==> config.mk <==
export PLATFORM = sky130hd
export DESIGN_NAME = lutpair_cell
export DESIGN_NICKNAME = d
export VERILOG_FILES = /design/src/rtl/lutpair_pkg.sv /design/src/rtl/lutpair_mem.sv /design/src/rtl/lutpair_wr_ctrl.sv /design/src/rtl/lutpair_rdmux.sv /design/src/rtl/lutpair_cell.sv
export SDC_FILE = /design/constraint.sdc
export NUM_CORES = 1
export LEC_CHECK = 0
export BUFFER_PORTS_ARGS = -buffer_cell sky130_fd_sc_hd__buf_2
export CAP_MARGIN = 25
export CORE_MARGIN = 1
export CORE_UTILIZATION = 30
export CTS_CLUSTER_SIZE = 28
export DETAILED_ROUTE_END_ITERATION = 16
export HOLD_SLACK_MARGIN = 0.12
export PLACE_DENSITY = 0.46
export SYNTH_ARGS = -nofsm -noshare
export SYNTH_HDL_FRONTEND = slang
export SYNTH_SLANG_ARGS = --single-unit
==> constraint.sdc <==
create_clock -name clk_i -period 5.35 [get_ports clk_i]
set_input_delay 1.07 -clock clk_i [delete_from_list [all_inputs] [get_ports clk_i]]
set_output_delay 1.07 -clock clk_i [all_outputs]
set_load 0.03 [all_outputs]
==> src/rtl/lutpair_pkg.sv <==
package lutpair_pkg;

    typedef enum logic [2:0] {
        M_LOGIC    = 3'd0,
        M_RAM_SP   = 3'd1,
        M_RAM_WIDE = 3'd2,
        M_RAM_DEEP = 3'd3,
        M_RAM_DUAL = 3'd4,
        M_SHIFT    = 3'd5,
        M_RSV6     = 3'd6,
        M_RSV7     = 3'd7
    } lut_mode_e;

endpackage

==> src/rtl/lutpair_mem.sv <==
// One table: configuration load beats shift, shift beats single-bit write.
module lutpair_mem #(
    parameter int ADDR_W = 4,
    localparam int DEPTH = 1 << ADDR_W
) (
    input  logic              clk_i,
    input  logic              rst_ni,
    input  logic              cfg_ld_i,
    input  logic [DEPTH-1:0]  cfg_data_i,
    input  logic              wr_en_i,
    input  logic [ADDR_W-1:0] wr_addr_i,
    input  logic              wr_bit_i,
    input  logic              sh_en_i,
    input  logic              sh_in_i,
    output logic [DEPTH-1:0]  bits_o
);

    typedef struct packed {
        logic [DEPTH-1:0] bits;
    } mem_state_t;

    mem_state_t s_d, s_q;

    always_comb begin
        s_d = s_q;
        if (cfg_ld_i) begin
            s_d.bits = cfg_data_i;
        end else if (sh_en_i) begin
            s_d.bits = {s_q.bits[DEPTH-2:0], sh_in_i};
        end else if (wr_en_i) begin
            s_d.bits[wr_addr_i] = wr_bit_i;
        end
    end

    always_ff @(posedge clk_i or negedge rst_ni) begin
        if (!rst_ni) s_q <= '0;
        else         s_q <= s_d;
    end

    assign bits_o = s_q.bits;

    // a load copies the configuration word exactly
    p_cfg_copy_r2: assert property (@(posedge clk_i) disable iff (!rst_ni)
        cfg_ld_i |=> bits_o == $past(cfg_data_i));

    // a shift moves every stage up one and takes the serial bit at stage 0
    p_shift_step_r9: assert property (@(posedge clk_i) disable iff (!rst_ni)
        (sh_en_i && !cfg_ld_i) |=>
            bits_o == {$past(bits_o[DEPTH-2:0]), $past(sh_in_i)});

    // with no request the contents stay put
    p_idle_hold_r4: assert property (@(posedge clk_i) disable iff (!rst_ni)
        (!cfg_ld_i && !sh_en_i && !wr_en_i) |=> $stable(bits_o));

endmodule

==> src/rtl/lutpair_wr_ctrl.sv <==
// Steers the data-side write and shift requests to each table by mode.
module lutpair_wr_ctrl
    import lutpair_pkg::*;
#(
    parameter int ADDR_W = 4
) (
    input  lut_mode_e                 mode_i,
    input  logic                      cfg_busy_i,
    input  logic                      we_i,
    input  logic [1:0]                wdata_i,
    input  logic                      sin_i,
    input  logic [ADDR_W-1:0]         addr_a_i,
    input  logic [ADDR_W-1:0]         addr_b_i,
    input  logic                      a_msb_i,
    output logic [1:0]                wr_en_o,
    output logic [1:0][ADDR_W-1:0]    wr_addr_o,
    output logic [1:0]                wr_bit_o,
    output logic [1:0]                sh_en_o,
    output logic [1:0]                sh_in_o
);

    always_comb begin
        wr_en_o      = '0;
        wr_addr_o[0] = addr_a_i;
        wr_addr_o[1] = addr_b_i;
        wr_bit_o     = wdata_i;
        sh_en_o      = '0;
        sh_in_o      = {a_msb_i, sin_i};
        unique case (mode_i)
            M_RAM_SP: begin
                wr_en_o = {we_i, we_i};
            end
            M_RAM_WIDE: begin
                wr_en_o      = {we_i, we_i};
                wr_addr_o[1] = addr_a_i;
            end
            M_RAM_DEEP: begin
                wr_en_o      = {we_i & addr_b_i[0], we_i & ~addr_b_i[0]};
                wr_addr_o[1] = addr_a_i;
                wr_bit_o     = {wdata_i[0], wdata_i[0]};
            end
            M_RAM_DUAL: begin
                wr_en_o      = {we_i, we_i};
                wr_addr_o[1] = addr_a_i;
                wr_bit_o     = {wdata_i[0], wdata_i[0]};
            end
            M_SHIFT: begin
                sh_en_o = {we_i, we_i};
            end
            default: begin
            end
        endcase
        if (cfg_busy_i) begin
            wr_en_o = '0;
            sh_en_o = '0;
        end
    end

endmodule

==> src/rtl/lutpair_rdmux.sv <==
// Combinational read selection for both outputs and the cascade tap.
module lutpair_rdmux
    import lutpair_pkg::*;
#(
    parameter int ADDR_W = 4,
    localparam int DEPTH = 1 << ADDR_W
) (
    input  lut_mode_e              mode_i,
    input  logic [1:0][DEPTH-1:0]  lut_bits_i,
    input  logic [ADDR_W-1:0]      addr_a_i,
    input  logic [ADDR_W-1:0]      addr_b_i,
    output logic                   out_a_o,
    output logic                   out_b_o,
    output logic                   sout_o
);

    always_comb begin
        out_a_o = lut_bits_i[0][addr_a_i];
        out_b_o = lut_bits_i[1][addr_b_i];
        sout_o  = 1'b0;
        unique case (mode_i)
            M_RAM_WIDE: begin
                out_b_o = lut_bits_i[1][addr_a_i];
            end
            M_RAM_DEEP: begin
                out_a_o = addr_b_i[0] ? lut_bits_i[1][addr_a_i]
                                      : lut_bits_i[0][addr_a_i];
                out_b_o = 1'b0;
            end
            M_SHIFT: begin
                sout_o = lut_bits_i[1][DEPTH-1];
            end
            default: begin
            end
        endcase
    end

endmodule

==> src/rtl/lutpair_cell.sv <==
module lutpair_cell
    import lutpair_pkg::*;
#(
    parameter int ADDR_W = 4,
    localparam int DEPTH = 1 << ADDR_W
) (
    input  logic              clk_i,
    input  logic              rst_ni,
    input  logic              cfg_load_i,
    input  logic              cfg_sel_i,
    input  logic [DEPTH-1:0]  cfg_data_i,
    input  logic              cfg_mode_wr_i,
    input  logic [2:0]        cfg_mode_i,
    input  logic [ADDR_W-1:0] addr_a_i,
    input  logic [ADDR_W-1:0] addr_b_i,
    input  logic [1:0]        wdata_i,
    input  logic              we_i,
    input  logic              sin_i,
    output logic              out_a_o,
    output logic              out_b_o,
    output logic              sout_o
);

    typedef struct packed {
        lut_mode_e mode;
    } cell_state_t;

    cell_state_t st_d, st_q;

    always_comb begin
        st_d = st_q;
        if (cfg_mode_wr_i) st_d.mode = lut_mode_e'(cfg_mode_i);
    end

    always_ff @(posedge clk_i or negedge rst_ni) begin
        if (!rst_ni) st_q <= '{mode: M_LOGIC};
        else         st_q <= st_d;
    end

    logic [1:0]              wr_en;
    logic [1:0][ADDR_W-1:0]  wr_addr;
    logic [1:0]              wr_bit;
    logic [1:0]              sh_en;
    logic [1:0]              sh_in;
    logic [1:0][DEPTH-1:0]   lut_bits;

    lutpair_wr_ctrl #(.ADDR_W(ADDR_W)) u_wr_ctrl (
        .mode_i     (st_q.mode),
        .cfg_busy_i (cfg_load_i),
        .we_i       (we_i),
        .wdata_i    (wdata_i),
        .sin_i      (sin_i),
        .addr_a_i   (addr_a_i),
        .addr_b_i   (addr_b_i),
        .a_msb_i    (lut_bits[0][DEPTH-1]),
        .wr_en_o    (wr_en),
        .wr_addr_o  (wr_addr),
        .wr_bit_o   (wr_bit),
        .sh_en_o    (sh_en),
        .sh_in_o    (sh_in)
    );

    for (genvar k = 0; k < 2; k++) begin : g_lut
        lutpair_mem #(.ADDR_W(ADDR_W)) u_mem (
            .clk_i      (clk_i),
            .rst_ni     (rst_ni),
            .cfg_ld_i   (cfg_load_i && (cfg_sel_i == 1'(k))),
            .cfg_data_i (cfg_data_i),
            .wr_en_i    (wr_en[k]),
            .wr_addr_i  (wr_addr[k]),
            .wr_bit_i   (wr_bit[k]),
            .sh_en_i    (sh_en[k]),
            .sh_in_i    (sh_in[k]),
            .bits_o     (lut_bits[k])
        );
    end

    lutpair_rdmux #(.ADDR_W(ADDR_W)) u_rdmux (
        .mode_i     (st_q.mode),
        .lut_bits_i (lut_bits),
        .addr_a_i   (addr_a_i),
        .addr_b_i   (addr_b_i),
        .out_a_o    (out_a_o),
        .out_b_o    (out_b_o),
        .sout_o     (sout_o)
    );

    // logic and reserved codes freeze both tables unless loaded
    p_logic_frozen_r4: assert property (@(posedge clk_i) disable iff (!rst_ni)
        ((st_q.mode inside {M_LOGIC, M_RSV6, M_RSV7}) && !cfg_load_i)
            |=> $stable(lut_bits));

    // after a dual-port write both tables agree at the written address
    p_dual_mirror_r8: assert property (@(posedge clk_i) disable iff (!rst_ni)
        (st_q.mode == M_RAM_DUAL && we_i && !cfg_load_i && !cfg_mode_wr_i) |=>
            lut_bits[0][$past(addr_a_i)] == lut_bits[1][$past(addr_a_i)]);

    // the deep shape never writes both tables in one cycle
    p_deep_single_r7: assert property (@(posedge clk_i) disable iff (!rst_ni)
        (st_q.mode == M_RAM_DEEP) |-> $onehot0(wr_en));

    // a configuration load suppresses every data-side request
    p_cfg_blocks_r11: assert property (@(posedge clk_i) disable iff (!rst_ni)
        cfg_load_i |-> (wr_en == 2'b00 && sh_en == 2'b00));

    // the cascade output is quiet outside shift mode
    p_sout_quiet_r3: assert property (@(posedge clk_i) disable iff (!rst_ni)
        (st_q.mode != M_SHIFT) |-> !sout_o);

endmodule

==> flow_summary_export.csv, run 1 <==
group,metric,value,unit
floorplanning,rows,35,
flow_run,drv_cap,0,
worst_hold_path,hold_path.class,"reg -> reg",
global_route,grt_first_pass_wirelength,16.2,mm
logic_synthesis,yosysSeqAreaShare,31.0,%
routing,first_pass_iters,5,
floorplanning,ioPinCount,39,
clock_network,cts_buffers,5,
critical_path,critPathKind,"in -> out",
critical_path,path_buf_inv,2,
routing,drcViolationCount,0,
place,place_hpwl,7.77,mm
place,place_congestion,0.980,
final_layout,nets,361,
global_route,antenna_found_initial,0,
critical_path,reg2reg_from,"st_q[1]",
logic_synthesis,synth_nets,336,
timing,fin_crit_sh,74.5,%
logic_synthesis,synthCells,300,
critical_path,path_cells,"buf_2 > mux4_2 > mux4_2 > mux2_2 > buf_2",
global_route,grt-ovfl-total,0,
logic_synthesis,yosysUniqueCellTypes,57,
floorplanning,die_h,99,microns
global_route,grt_max_degree,36,
clock_network,postCtsHoldBufs,0,
logic_synthesis,ys.flop_type,"dfrtp_1",
clock_network,cts_sinks,35,
clock_network,clock-root-buffer,"clkbuf_8",
routing,first_iter_violations,188,
timing,tightest_slew,0.873,ns
timing,finalSetupViolCount,0,
logic_synthesis,syn-cell-area,0.00282,sq mm
critical_path,path_max_fanout,16,
critical_path,crit_slowest_cell,"mux4_2",
timing,maxSlewViolCount,0,
floorplanning,floorplan.initialDensity,30.7,%
power_and_ir_drop,ir_drop,0.103,mV
power_and_ir_drop,p_leak,1.20,nW
place,io_buffers,38,
logic_synthesis,synth_edf_count,0,
routing,viasPerCell,6.47,
critical_path,critical_path.max_stage_delay,0.55,ns
critical_path,arrival,2.91,ns
critical_path,endpoint_kind,"output pin",
routing,ant_nets,0,
power_and_ir_drop,p_per_area,258,mW/mm^2
timing,rsz0062_at_grt,"no",
clock_network,htreeDepth,2,
timing,slew_headroom,41.8,%
clock_network,cts-resized-gates,0,
outcome,outcome,"finished clean",
logic_synthesis,ys_ff_latch,35,
logic_synthesis,ys.warnings.count,0,
critical_path,worstPathRequired,4.28,ns
logic_synthesis,synthArstFlopShare,100,%
final_layout,diodes,0,
worst_hold_path,hp-start,"g_lut[0].u_mem.bits_o[13]",
global_route,grt_pass1_vias,2818,
clock_network,cts_buffer_depth,2,
clock_network,cts_setup_buffers,0,
final_layout,fillCellCount,957,
critical_path,worstSetupStartpointType,"input pin",
routing,routed_wl,10.2,mm
logic_synthesis,avgSynthCellArea,9.41,sq um
timing,holdWs,0.570,ns
timing,max_freq,251,MHz
critical_path,cp_top_family,"multiplexers",
floorplanning,die-area,0.00980,sq mm
clock_network,clkTransAtPathRegs,0.07,ns
timing,hold_viol,0,
timing,fin_crit,3.98,ns
final_layout,synthToLayoutAreaGrowth,11.9,%
clock_network,cts_tree,"yes",
clock_network,insertion_delay,0.29,ns
timing,skew,0.00703,ns
floorplanning,core,0.00920,sq mm
critical_path,startpoint,"addr_a_i[0]",
global_route,grtUsageTotal,21.9,%
timing,tns,0,ns
final_layout,drive_gt1_share,25.5,%
floorplanning,die_x,99,microns
routing,vias,2827,
routing,route.detailed.wl_per_inst,23.4,microns
==> report_power, final <==
part	internal [mW]	total, mW	leakage (nW)	switching (mW)
clock	0.0916	0.197	0.0422	0.105
sequential	0.301	0.356	0.437	0.0548
combinational	0.110	0.263	0.718	0.153
total	0.502	0.815	1.20	0.312
==> worst reg2reg max path: cells and delay by family, from the launching register on <==
kind,cells,cell delay (ns)
simple gates,3,0.67
compound gates,3,0.67
flops,1,0.66
buf+inv,2,0.60
==> sequential cells by signal, indices dropped and copies added (netlist names) <==
| signal | count |
|---|---|
| st_q | 3 |
| g_lut.u_mem.bits_o | 32 |
==> placed cells by master, fill, tap and decap left out, types with 3 or more instances in the layout <==
cell,instances
o21ai_0,7
o22ai_1,3
buf_2,38
inv_1,3
nor3_2,3
a21oi_1,15
a311oi_1,4
nor2_1,27
nor3_1,6
nand3_1,6
a221oi_1,23
mux2_2,6
a211oi_1,7
mux2i_1,8
o21ai_1,11
o31ai_1,3
o41ai_1,4
mux4_2,15
buf_4,3
o211ai_1,20
nand2_1,24
clkbuf_8,5
a31oi_1,3
dfrtp_1,35
nor2b_1,4
==> worst paths after layout <==
| path | endpoint | slack [ns] | cells after the start |
|---|---|---|---|
| min | g_lut[0].u_mem.bits_o[13] | 0.57 | 2 |
| max reg2reg | g_lut[1].u_mem.bits_o[1] | 2.67 | 8 |
| min reg2reg | g_lut[0].u_mem.bits_o[13] | 0.57 | 2 |
| max in group asynchronous | g_lut[0].u_mem.bits_o[1] | 3.91 | 1 |
| max | out_a_o | 1.37 | 5 |
| min in group asynchronous | g_lut[1].u_mem.bits_o[15] | 0.88 | 1 |
==> synthesized netlist by cell type, types with 2 or more instances <==
library cell  count  area share [%]
nand3_1           6             1.1
mux2_2            6             2.4
a211oi_1          7             1.9
a22oi_1           2            0.53
nand2_1          24             3.2
a221oi_1         23             7.1
a311oi_1          4             1.2
o21ai_1          11             2.0
nand2b_1          2            0.44
dfrtp_1          35              31
mux2i_1           8             2.8
nor3_1            6             1.1
nor2b_1           4            0.89
nor2_1           27             3.6
o22ai_1           3            0.66
inv_2             2            0.27
a21oi_1          15             2.7
o41ai_1           4             1.2
buf_1             2            0.27
and2_1            2            0.44
a21o_2            2            0.62
clkbuf_1         13             1.7
buf_2             6             1.1
nand4b_1          2            0.62
a21boi_0          2            0.53
o311ai_1          2            0.62
o211ai_1         20             5.3
mux4_2           15              12
o21ai_0           7             1.2
o32ai_1           2            0.62
a21o_1            2            0.53
nor3_2            3             1.1
o31ai_1           3            0.80
a31oi_1           3            0.66
inv_1             3            0.40
==> cell type report <==
type                            count  area [sq um]  share of cell area (%)
Multi-Input combinational cell    236          1830                    57.9
Sequential cell                    35           876                    27.7
Timing Repair Buffer               41           213                    6.73
Tap cell                          111           139                    4.40
Clock buffer                        7          76.3                    2.42
Inverter                            6          22.5                   0.713
Clock inverter                      1          5.00                   0.158
==> per-stage QoR <==
step           worst slack [ns]  util [%]  total power [mW]  area, sq um  cells
2_1_floorplan              1.56         -             0.523         2820    300
3_3_place_gp               1.39      33.4             0.620         3070    428
3_5_place_dp               1.37      33.4             0.617         3070    428
4_1_cts                    1.37      34.3             0.817         3150    436
5_1_grt                    1.29      34.4             0.857         3160    437
6_report                   1.37      34.4             0.815         3160    437
==> cell families (layout without fill, tap and decap cells) <==
| kind of cell | Yosys count | in the layout | synth area share, % |
|---|---|---|---|
| AO/OA/AOI/OAI | 120 | 120 | 31.3 |
| AND/OR/NAND/NOR | 86 | 86 | 15.5 |
| buffers and inverters | 29 | 55 | 4.52 |
| flip-flops | 35 | 35 | 31.0 |
| multiplexers | 30 | 30 | 17.7 |
==> layer usage <==
| metal | track usage, % | up-vias | part of all wire (%) | wire (microns) |
|---|---|---|---|---|
| li1 | - | 1262 | - | - |
| met3 | 3.76 | 25 | 7.3 | 742 |
| met2 | 34.8 | 146 | 47 | 4770 |
| met1 | 29.2 | 1394 | 43 | 4350 |
| met5 | 0 | - | 0 | 0 |
| met4 | 9.53 | 0 | 3.4 | 350 |
Note: power is estimated with default switching activity, not from simulation.
==> run 2: changes to the inputs <==
--- a/config.mk
+++ b/config.mk
@@ -5,6 +5,7 @@
 export SDC_FILE = /design/constraint.sdc
 export NUM_CORES = 1
 export LEC_CHECK = 0
+export ABC_AREA = 1
 export BUFFER_PORTS_ARGS = -buffer_cell sky130_fd_sc_hd__buf_2
 export CAP_MARGIN = 25
 export CORE_MARGIN = 1
==> constraint.sdc (replaced) <==
create_clock -name clk_i -period 4.15 [get_ports clk_i]
set_input_delay 0.83 -clock clk_i [delete_from_list [all_inputs] [get_ports clk_i]]
set_output_delay 0.83 -clock clk_i [all_outputs]
set_load 0.03 [all_outputs]
==> run 2 against run 1 <==
- synthesized area increased by 9.7%
- die area increased by 9.5%
- first-iteration DRC count increased by 18%
- utilization increased by 1.0 points
- combinational power increased by 30%
- clock skew decreased by 0.0014 ns
- worst setup slack got worse by 0.43 ns
- via count increased by 24%
- global-route usage decreased by 1.6 points
- largest power group unchanged
- register-to-register slack got worse by 0.60 ns
- synthesized cell count increased by 69%
- final cell count increased by 54%
==> flow_summary_export.csv, run 2 <==
group,metric,value,unit
outcome,outcome,"finished clean",
place,io_buffers,38,
power_and_ir_drop,p_leak,1.71,nW
clock_network,clkTransAtPathRegs,0.08,ns
critical_path,startpoint,"addr_a_i[0]",
global_route,grt_max_degree,36,
place,place_hpwl,8.29,mm
final_layout,final_cell_mix,"147 x nand2_1, 83 x nand3_1, 45 x o21ai_0, 44 x inv_1, 38 x buf_2",
timing,skew,0.00559,ns
routing,drcViolationCount,0,
logic_synthesis,avgSynthCellArea,6.11,sq um
clock_network,htreeDepth,2,
global_route,grtUsageTotal,20.3,%
logic_synthesis,ys.flop_type,"dfrtp_1",
global_route,grt-ovfl-total,0,
critical_path,r2r_cells,10,
timing,maxSlewViolCount,0,
place,dp.cells,663,
clock_network,postCtsHoldBufs,0,
logic_synthesis,synth_nets,543,
final_layout,nets,573,
timing,slew_headroom,42.7,%
routing,vias,3500,
critical_path,critPathKind,"in -> out",
critical_path,reg2reg_from,"st_q[1]",
logic_synthesis,synth_edf_count,0,
power_and_ir_drop,p_sw_share,38.3,%
critical_path,worstPathRequired,3.32,ns
global_route,grt_first_pass_wirelength,17.1,mm
logic_synthesis,yosys-top-cells-area,"dfrtp_1 28%, nand2_1 18%, nand3_1 13%",
critical_path,path_buf_inv,4,
clock_network,cts_buffers,5,
timing,fin_crit_sh,77.5,%
floorplanning,rows,36,
logic_synthesis,synth_top_area_cell,"dfrtp_1",
critical_path,critical_path.max_stage_delay,0.42,ns
timing,hold_viol,0,
clock_network,cts_buffer_depth,2,
critical_path,endpoint_kind,"output pin",
final_layout,largest_reg_flops,32,
timing,tightest_slew,0.859,ns
floorplanning,die_h,104,microns
critical_path,arrival,2.39,ns
critical_path,cp_top_family,"buffers and inverters",
floorplanning,die_x,104,microns
logic_synthesis,yosysSeqAreaShare,28.3,%
timing,finalSetupViolCount,0,
critical_path,cp.depth,9,
routing,first_iter_violations,221,
final_layout,final_common_cell,"nand2_1",
worst_hold_path,hold_path.class,"reg -> reg",
floorplanning,floorplan.initialDensity,31.2,%
power_and_ir_drop,seqPwrFrac,38.5,%
timing,tns,0,ns
power_and_ir_drop,p_per_area,315,mW/mm^2
timing,finalWorstSetupSlack,0.935,ns
place,place_congestion,0.938,
clock_network,clock-root-buffer,"clkbuf_8",
floorplanning,ioPinCount,39,
logic_synthesis,syn-cell-area,0.00310,sq mm
power_and_ir_drop,p_sw,0.423,mW
logic_synthesis,synthArstFlopShare,100,%
power_and_ir_drop,p_total,1.10,mW
critical_path,worstReg2RegEnd,"g_lut[1].u_mem.bits_o[11]",
critical_path,crit_slowest_cell,"nor2_1",
critical_path,worstSetupStartpointType,"input pin",
timing,rsz0062_at_grt,"no",
final_layout,fillCellCount,1176,
routing,ant_nets,0,
critical_path,path_max_fanout,7,
clock_network,cts_tree,"yes",
critical_path,rrSetupSlack,2.07,ns
critical_path,path_cells,"buf_2 > nor2_1 > inv_1 > o22ai_1 > nor2_1 > o211ai_1 > o21ai_0 > inv_1 > buf_2",
global_route,antenna_found_initial,0,
final_layout,synthToLayoutAreaGrowth,13.2,%
logic_synthesis,synth.most_common_cell,"nand2_1",
clock_network,cts_sinks,35,
timing,fin_crit,3.22,ns
flow_run,drv_cap,0,
logic_synthesis,yosys-top-cells-count,"147 x nand2_1, 83 x nand3_1, 45 x o21ai_0",
logic_synthesis,synth_top_area_share,28.3,%
power_and_ir_drop,p_int,0.681,mW
routing,viasPerCell,5.22,
floorplanning,core,0.00991,sq mm
global_route,grt_pass1_vias,3198,
logic_synthesis,yosysUniqueCellTypes,28,
clock_network,cts_setup_buffers,0,
logic_synthesis,ys.warnings.count,0,
logic_synthesis,synthCells,507,
power_and_ir_drop,ir_drop,0.127,mV
routing,route.detailed.wl_per_inst,16.1,microns
logic_synthesis,ys_ff_latch,35,
timing,max_freq,311,MHz
power_and_ir_drop,pwr-share-clk,30.5,%
routing,first_pass_iters,5,
critical_path,endpoint,"out_a_o",
final_layout,diodes,0,
clock_network,insertion_delay,0.29,ns
routing,routed_wl,10.8,mm
power_and_ir_drop,pwr-share-comb,31.1,%
final_layout,drive_gt1_share,18.0,%
clock_network,cts-resized-gates,0,
final_layout,fin_cells,671,
place,dp_slack,0.925,ns
floorplanning,die-area,0.0107,sq mm
[run 2: cell count changes after synthesis, moves of 8 or more]
cell,previous run,this run
nand2_1,24,147
nand3_1,6,83
inv_1,3,44
o21ai_0,7,45
a221oi_1,23,0
or2_2,0,16
mux4_2,15,0
o211ai_1,20,7
nor2_2,0,12
mux2i_1,8,0
[run 2: final cells by class]
| cell class | count | area, sq um | share of cell area, % |
|---|---|---|---|
| Clock buffer | 6 | 82.6 | 2.36 |
| Clock inverter | 2 | 35.0 | 1.00 |
| Inverter | 51 | 193 | 5.50 |
| Multi-Input combinational cell | 401 | 1920 | 54.9 |
| Sequential cell | 35 | 876 | 25.0 |
| Tap cell | 133 | 166 | 4.75 |
| Timing Repair Buffer | 43 | 228 | 6.50 |
[run 2: through the flow]
step / cell area [sq um] / hold slack [ns] / utilization, %
after global placement: 3390 / 0.494 / 34.2
after global routing: 3500 / 0.544 / 35.4
final: 3500 / 0.525 / 35.4
after detailed placement: 3390 / 0.502 / 34.2
after CTS: 3500 / 0.524 / 35.4
after floorplan: 3100 / 0.476 / -
[run 2: logic make-up (layout without fill, tap and decap cells)]
| family | after synthesis | in the layout | synth area share (%) |
|---|---|---|---|
| and+or+nand+nor | 294 | 294 | 42.5 |
| DFF | 35 | 35 | 28.3 |
| buffers and inverters | 71 | 102 | 9.66 |
| AOI/OAI and AO/OA | 107 | 107 | 19.5 |
[run 2: how the worst min path moves through the flow]
stage,start,end,depth (start not counted)
2_1_floorplan,g_lut[1].u_mem.bits_o[15],g_lut[1].u_mem.bits_o[15],2
3_3_place_gp,g_lut[1].u_mem.bits_o[15],g_lut[1].u_mem.bits_o[15],2
3_5_place_dp,g_lut[1].u_mem.bits_o[15],g_lut[1].u_mem.bits_o[15],2
4_1_cts,g_lut[1].u_mem.bits_o[15],g_lut[1].u_mem.bits_o[15],2
5_1_grt,g_lut[1].u_mem.bits_o[15],g_lut[1].u_mem.bits_o[15],2
6_report,g_lut[1].u_mem.bits_o[15],g_lut[1].u_mem.bits_o[15],2
[run 2: power groups by stage]
stage	registers, mW	logic, mW	clock network [mW]
after floorplan	0.414	0.239	0
after global placement	0.431	0.342	0
after detailed placement	0.430	0.341	0
after CTS	0.424	0.341	0.349
after global routing	0.430	0.383	0.363
final	0.425	0.343	0.336
[run 2: routing by layer]
metal | part of all wire, % | wire length [microns] | track usage, %
met1 | 49 | 5290 | 29.2
met2 | 43 | 4680 | 30.7
met3 | 5.6 | 600 | 3.65
met4 | 2.1 | 230 | 5.59
met5 | 0 | 0 | 0
[run 2: worst min-delay path, delay by kind of cell (launching register included)]
family / cells / cell delay, ns
flip-flops: 1 / 0.36
AND/OR/NAND/NOR: 2 / 0.13
